$ cat src/rtl/interval_timer_pkg.sv
package interval_timer_pkg;

  typedef enum logic [1:0] {
    SEL_COUNT  = 2'd0,
    SEL_PERIOD = 2'd1,
    SEL_CTRL   = 2'd2,
    SEL_SPARE  = 2'd3
  } regSel_e;

  localparam int CTRL_RUN_BIT = 0;
  localparam int CTRL_HI_BIT  = 1;
  localparam int CTRL_LO_BIT  = 2;
  localparam int CTRL_W       = 3;

  typedef struct packed {
    logic loadCount;
    logic loadPeriod;
    logic decrement;
    logic reload;
  } dpStrobes_t;

endpackage

$ cat src/rtl/interval_timer_ctrl.sv
module interval_timer_ctrl
  import interval_timer_pkg::*;
(
  input  logic              clk,
  input  logic              rstN,
  input  logic              wrEn,
  input  logic [1:0]        wrSel,
  input  logic [CTRL_W-1:0] wrCtrl,
  input  logic              countIsZero,
  output dpStrobes_t        strobes,
  output logic              expiryPulse,
  output logic              irqHigh,
  output logic              irqLow
);

  logic runEn;
  logic unmaskHigh;
  logic unmaskLow;
  logic countWrite;

  assign countWrite = wrEn && (wrSel == SEL_COUNT);

  always_comb begin
    strobes            = '0;
    strobes.loadCount  = countWrite;
    strobes.loadPeriod = wrEn && (wrSel == SEL_PERIOD);
    strobes.decrement  = runEn && !countIsZero && !countWrite;
    strobes.reload     = runEn && countIsZero && !countWrite;
  end

  always_ff @(posedge clk) begin
    if (!rstN) begin
      runEn      <= 1'b0;
      unmaskHigh <= 1'b0;
      unmaskLow  <= 1'b0;
    end else if (wrEn && (wrSel == SEL_CTRL)) begin
      runEn      <= wrCtrl[CTRL_RUN_BIT];
      unmaskHigh <= wrCtrl[CTRL_HI_BIT];
      unmaskLow  <= wrCtrl[CTRL_LO_BIT];
    end
  end

  always_ff @(posedge clk) begin
    if (!rstN) begin
      expiryPulse <= 1'b0;
      irqHigh     <= 1'b0;
      irqLow      <= 1'b0;
    end else begin
      expiryPulse <= strobes.reload;
      irqHigh     <= strobes.reload && unmaskHigh;
      irqLow      <= strobes.reload && unmaskLow;
    end
  end

  // an expiry only follows a running, zero, unwritten count
  assert_expiry_cause_R4: assert property (@(posedge clk) disable iff (!rstN)
    $rose(expiryPulse) |-> $past(runEn && countIsZero && !countWrite));

  // high request never appears without an expiry or with the line masked
  assert_irq_high_gated_R6: assert property (@(posedge clk) disable iff (!rstN)
    irqHigh |-> (expiryPulse && $past(unmaskHigh)));

  // low request never appears without an expiry or with the line masked
  assert_irq_low_gated_R7: assert property (@(posedge clk) disable iff (!rstN)
    irqLow |-> (expiryPulse && $past(unmaskLow)));

  // stopped timer raises nothing on the following clock
  assert_stopped_quiet_R1: assert property (@(posedge clk) disable iff (!rstN)
    (!runEn) |=> !expiryPulse);

endmodule

$ cat src/rtl/interval_timer_dp.sv
module interval_timer_dp
  import interval_timer_pkg::*;
#(
  parameter int WIDTH = 32
) (
  input  logic             clk,
  input  logic             rstN,
  input  dpStrobes_t       strobes,
  input  logic [WIDTH-1:0] wrData,
  output logic [WIDTH-1:0] countQ,
  output logic             countIsZero
);

  localparam logic [WIDTH-1:0] ONE = WIDTH'(1);

  logic [WIDTH-1:0] periodQ;

  always_ff @(posedge clk) begin
    if (!rstN) begin
      countQ <= '0;
    end else if (strobes.loadCount) begin
      countQ <= wrData;
    end else if (strobes.reload) begin
      countQ <= periodQ;
    end else if (strobes.decrement) begin
      countQ <= countQ - ONE;
    end
  end

  always_ff @(posedge clk) begin
    if (!rstN) begin
      periodQ <= '0;
    end else if (strobes.loadPeriod) begin
      periodQ <= wrData;
    end
  end

  assign countIsZero = (countQ == '0);

  // a decrement strobe lowers the count by exactly one
  assert_count_step_R3: assert property (@(posedge clk) disable iff (!rstN)
    strobes.decrement |=> (countQ == $past(countQ) - ONE));

  // a reload strobe copies the period held at that clock
  assert_reload_value_R4: assert property (@(posedge clk) disable iff (!rstN)
    strobes.reload |=> (countQ == $past(periodQ)));

  // a count write lands unchanged, whatever else was due
  assert_write_wins_R8: assert property (@(posedge clk) disable iff (!rstN)
    strobes.loadCount |=> (countQ == $past(wrData)));

  // with no strobe the count holds
  assert_hold_R2: assert property (@(posedge clk) disable iff (!rstN)
    !(strobes.loadCount || strobes.reload || strobes.decrement) |=> $stable(countQ));

endmodule

$ cat src/rtl/interval_timer.sv
module interval_timer
  import interval_timer_pkg::*;
#(
  parameter int WIDTH = 32
) (
  input  logic             clk,
  input  logic             rstN,
  input  logic             wrEn,
  input  logic [1:0]       wrSel,
  input  logic [WIDTH-1:0] wrData,
  output logic [WIDTH-1:0] countOut,
  output logic             expiryPulse,
  output logic             irqHigh,
  output logic             irqLow
);

  dpStrobes_t strobes;
  logic       countIsZero;

  interval_timer_ctrl ctrl_i (
    .clk         (clk),
    .rstN        (rstN),
    .wrEn        (wrEn),
    .wrSel       (wrSel),
    .wrCtrl      (wrData[CTRL_W-1:0]),
    .countIsZero (countIsZero),
    .strobes     (strobes),
    .expiryPulse (expiryPulse),
    .irqHigh     (irqHigh),
    .irqLow      (irqLow)
  );

  interval_timer_dp #(.WIDTH(WIDTH)) dp_i (
    .clk         (clk),
    .rstN        (rstN),
    .strobes     (strobes),
    .wrData      (wrData),
    .countQ      (countOut),
    .countIsZero (countIsZero)
  );

endmodule

$ cat config.mk
export PLATFORM = sky130hd
export DESIGN_NAME = interval_timer
export DESIGN_NICKNAME = d
export VERILOG_FILES = /design/src/rtl/interval_timer_pkg.sv /design/src/rtl/interval_timer_ctrl.sv /design/src/rtl/interval_timer_dp.sv /design/src/rtl/interval_timer.sv
export SDC_FILE = /design/constraint.sdc
export NUM_CORES = 1
export LEC_CHECK = 0
export BUFFER_PORTS_ARGS = -buffer_cell sky130_fd_sc_hd__buf_2
export CAP_MARGIN = 20
export CORE_MARGIN = 4
export CORE_UTILIZATION = 30
export CTS_BUF_LIST = sky130_fd_sc_hd__clkbuf_2 sky130_fd_sc_hd__clkbuf_4 sky130_fd_sc_hd__clkbuf_8
export DETAILED_ROUTE_END_ITERATION = 10
export PLACE_DENSITY = 0.56
export RECOVER_POWER = 100
export SLEW_MARGIN = 15
export SYNTH_ARGS = -nofsm -noshare
export SYNTH_HDL_FRONTEND = slang
export SYNTH_SLANG_ARGS = --single-unit
$ cat constraint.sdc
create_clock -name clk -period 2.34 [get_ports clk]
set_input_delay 0.117 -clock clk [delete_from_list [all_inputs] [get_ports clk]]
set_output_delay 0.117 -clock clk [all_outputs]
set_load 0.005 [all_outputs]
==> out/summary.txt <==
Die Y: 118 µm
CP Capture Type: flop
Ys flop type: dfxtp_1
P_int: 2130 µW
Number of global-route vias before repair: 3855
First DRT Iteration DRCs: 233
Via density per instance: 5.37
Ranking of synthesized cells by area: dfxtp_1, nand2_1, a21oi_1, and3_1, o21ai_0
Logic pwr share: 0.288
Io pins: 72
Worst-path clk slew: 0.07 ns
Worst Hold Class: input pin to flop
# H-tree levels: 3
Violated checks: max-capacitance violations, max-slew violations
Routed Wire Length: 12300 µm
Core Area: 0.0116 mm²
Crit path time final: 2.28 ns
WL met3: 754 µm
Initial antenna violation count: 0
CTS tree: done
Setup violators final: 0
Final Skew: 0.00919 ns
Hold Path Depth: 3
Hold endpoint: dp_i.periodQ[8]$_SDFFE_PN0P_
Multi-input logic area: 0.00218 mm²
Register share of total power: 0.415
HPWL Detailed: 8540 µm
Die Span X: 118 µm
Sw Pwr: 974 µW
Total track usage: 0.177
Initial Util: 0.313
Fraction of registers with async set/reset: 0
Final Net Count: 630
Slew @ Worst Pin: 1.69 ns
CTS buffer count: 9
Setup TNS: 0 ns
Gp weighted congestion: 0.874
YS warnings: 0
Worst vdd ir: 0.000228 V
Max clock buf depth: 2
Register Area: 0.00140 mm²
FF+latch count, synth: 70
Drt pass-1 iters: 5
Relative slew margins: -0.127
DR WL/cell: 16.7 µm
Met2 WL: 5670 µm
First-pass GRT wire length: 20000 µm
CTS Sinks: 70
Clock share of power: 0.297
Final worst setup slack: 0.0620 ns
Max_cap viols: 1
Synthesized instance count: 476
Worst R2R Start: dp_i.countQ[1]$_SDFFE_PN0P_
RSZ-0062 raised after global routing: yes
R2R Setup Slk: 0.06 ns
Hold Worst Slack: 0.0117 ns
Clock network latency to the later pin of the worst-skew pair: 0.36 ns
Largest net degree at the start of global routing: 38
Crit path arrival time: 2.53 ns
Layout cells sized above 1: 0.281
Area growth syn-to-layout: 33.2%
Netlist Area Pre-Place: 0.00363 mm²
Top-area cell type share of the netlist area: 0.386
Sw Ratio: 0.314
Hold Startpoint: wrData[8]
Placed instance count: 708
Non-filler cells in the finished layout: 738
FF-to-FF End: dp_i.countQ[28]$_SDFFE_PN0P_
N_diodes: 0
WL met1: 5660 µm
Pre-CTS setup slack: -0.0592 ns
Netlist cell types: 53
Post-synth EDFFs: 0
Root Driver: clkbuf_8
Most frequent cells in the layout: nand2_1, buf_2, dfxtp_1
Status: finished, violations left
Max FO, Critical Path: 6
Worst Path Required: 2.59 ns
Avg Inst Size Synth: 7.63 µm²
F_max: 439 MHz
Setup crit start: dp_i.countQ[1]$_SDFFE_PN0P_
Antenna-violating nets left: 0
Area leader, netlist: dfxtp_1
Critical path type: flop to flop
Uppermost layer routed: met4
Cell Rows: 39
Fillers: 1222
Total power: 3110 µW
Syn Nets: 514
Worst Reg2Reg Path Length in Cells: 9
Sequential fraction of the synthesis area: 0.386
Final Slew Violations: 33
Via count: 3963
Drc violations: 0
Startpoint Class: flop
Leakage: 0.00208 µW
Overflow after GRT: 0
PD cells: 642 mW/mm²
Final Hold Viols: 0
Die Area: 0.0139 mm²
Final period util: 0.974
Most common cell after layout, fill and taps aside: nand2_1
Port bufs: 71
[layer usage]
| metal | vias to the layer above | track usage |
|---|---|---|
| met5 | - | 0 |
| met4 | 0 | 0.0747 |
| met3 | 18 | 0.0327 |
| met2 | 139 | 0.286 |
| met1 | 1860 | 0.231 |
| li1 | 1946 | - |
[cells by family after synthesis]
| logic type | Yosys count | share of synthesized area |
|---|---|---|
| compound gates | 142 | 0.230 |
| xor+xnor | 17 | 0.0410 |
| fa+ha+maj | 1 | 0.00344 |
| buf+inv | 37 | 0.0389 |
| flops | 70 | 0.386 |
| mux | 6 | 0.0165 |
| simple gates | 203 | 0.284 |
[what timing repair did]
item | CTS | global route
hold buffers | 12 | 0
endpoints found under the setup margin | 9 | 31
setup buffers | 1 | 3
gates resized for setup | 2 | 18
pin swaps | 0 | 9
cloned | 0 | 0
endpoints found under the hold margin | 13 | 0
[cells in the mapped netlist, types with 3 or more instances]
master    count
clkbuf_1     28
xor2_1        8
o21ai_0      28
nand3b_1      3
nand3_1       8
nor3b_1       3
mux2i_1       6
a21oi_1      65
nor3_1       20
and3_1       26
o211ai_1      8
xnor2_1       9
o31ai_1       4
and2_1        5
buf_1         3
o22ai_1      11
nor2_1       19
a31oi_1       6
nor4_1        3
or4_1         4
dfxtp_1      70
nand2_1      91
a31o_2        3
inv_1         4
or3_1         4
[area by class of cell]
type,instances,area share
inverters,4,0.00310
clock inverters,1,0.00103
well taps,143,0.0370
repair buffers,138,0.183
clock buffers,13,0.0357
flip-flops and latches,70,0.290
multi-input cells,369,0.451
[worst max-delay path: stages, from the launching register on]
cell	delay, ns
dfxtp_2	0.33
inv_2	0.07
ha_4	0.17
or4b_4	0.48
nor4_4	0.36
buf_4	0.20
nand3_4	0.09
o2111ai_2	0.16
o31ai_1	0.10
a31o_2	0.21
[power groups by stage]
stage	Clock (µW)	Combinational (µW)	Sequential [µW]
2_1_floorplan	0	488	1320
3_3_place_gp	0	820	1310
3_5_place_dp	0	827	1310
4_1_cts	948	857	1280
5_1_grt	993	982	1300
6_report	923	894	1290
[worst max-delay path by stage]
| stage | endpoint | slack, ns | cells past startpoint |
|---|---|---|---|
| floorplan | dp_i.countQ[11]$_SDFFE_PN0P_ | 0.07 | 8 |
| CTS | dp_i.countQ[18]$_SDFFE_PN0P_ | -0.01 | 8 |
| detailed placement | dp_i.countQ[29]$_SDFFE_PN0P_ | -0.06 | 6 |
| global route | dp_i.countQ[28]$_SDFFE_PN0P_ | -0.04 | 9 |
| global placement | dp_i.countQ[3]$_SDFFE_PN0P_ | 0.02 | 8 |
| finish | dp_i.countQ[28]$_SDFFE_PN0P_ | 0.06 | 9 |
[sequential cells by signal, indices dropped and copies added, names as in the netlist]
name	count
dp_i.countQ	32
dp_i.periodQ	32
ctrl_i.expiryPulse	1
ctrl_i.irqHigh	1
ctrl_i.irqLow	1
ctrl_i.runEn	1
ctrl_i.unmaskHigh	1
ctrl_i.unmaskLow	1
[metrics by stage]
| step | util | area [µm²] |
|---|---|---|
| 2_1_floorplan | - | 3660 |
| 3_3_place_gp | 0.382 | 4430 |
| 3_5_place_dp | 0.382 | 4430 |
| 4_1_cts | 0.409 | 4750 |
| 5_1_grt | 0.417 | 4840 |
| 6_report | 0.417 | 4840 |
Note: power is estimated with default switching activity, not from simulation.
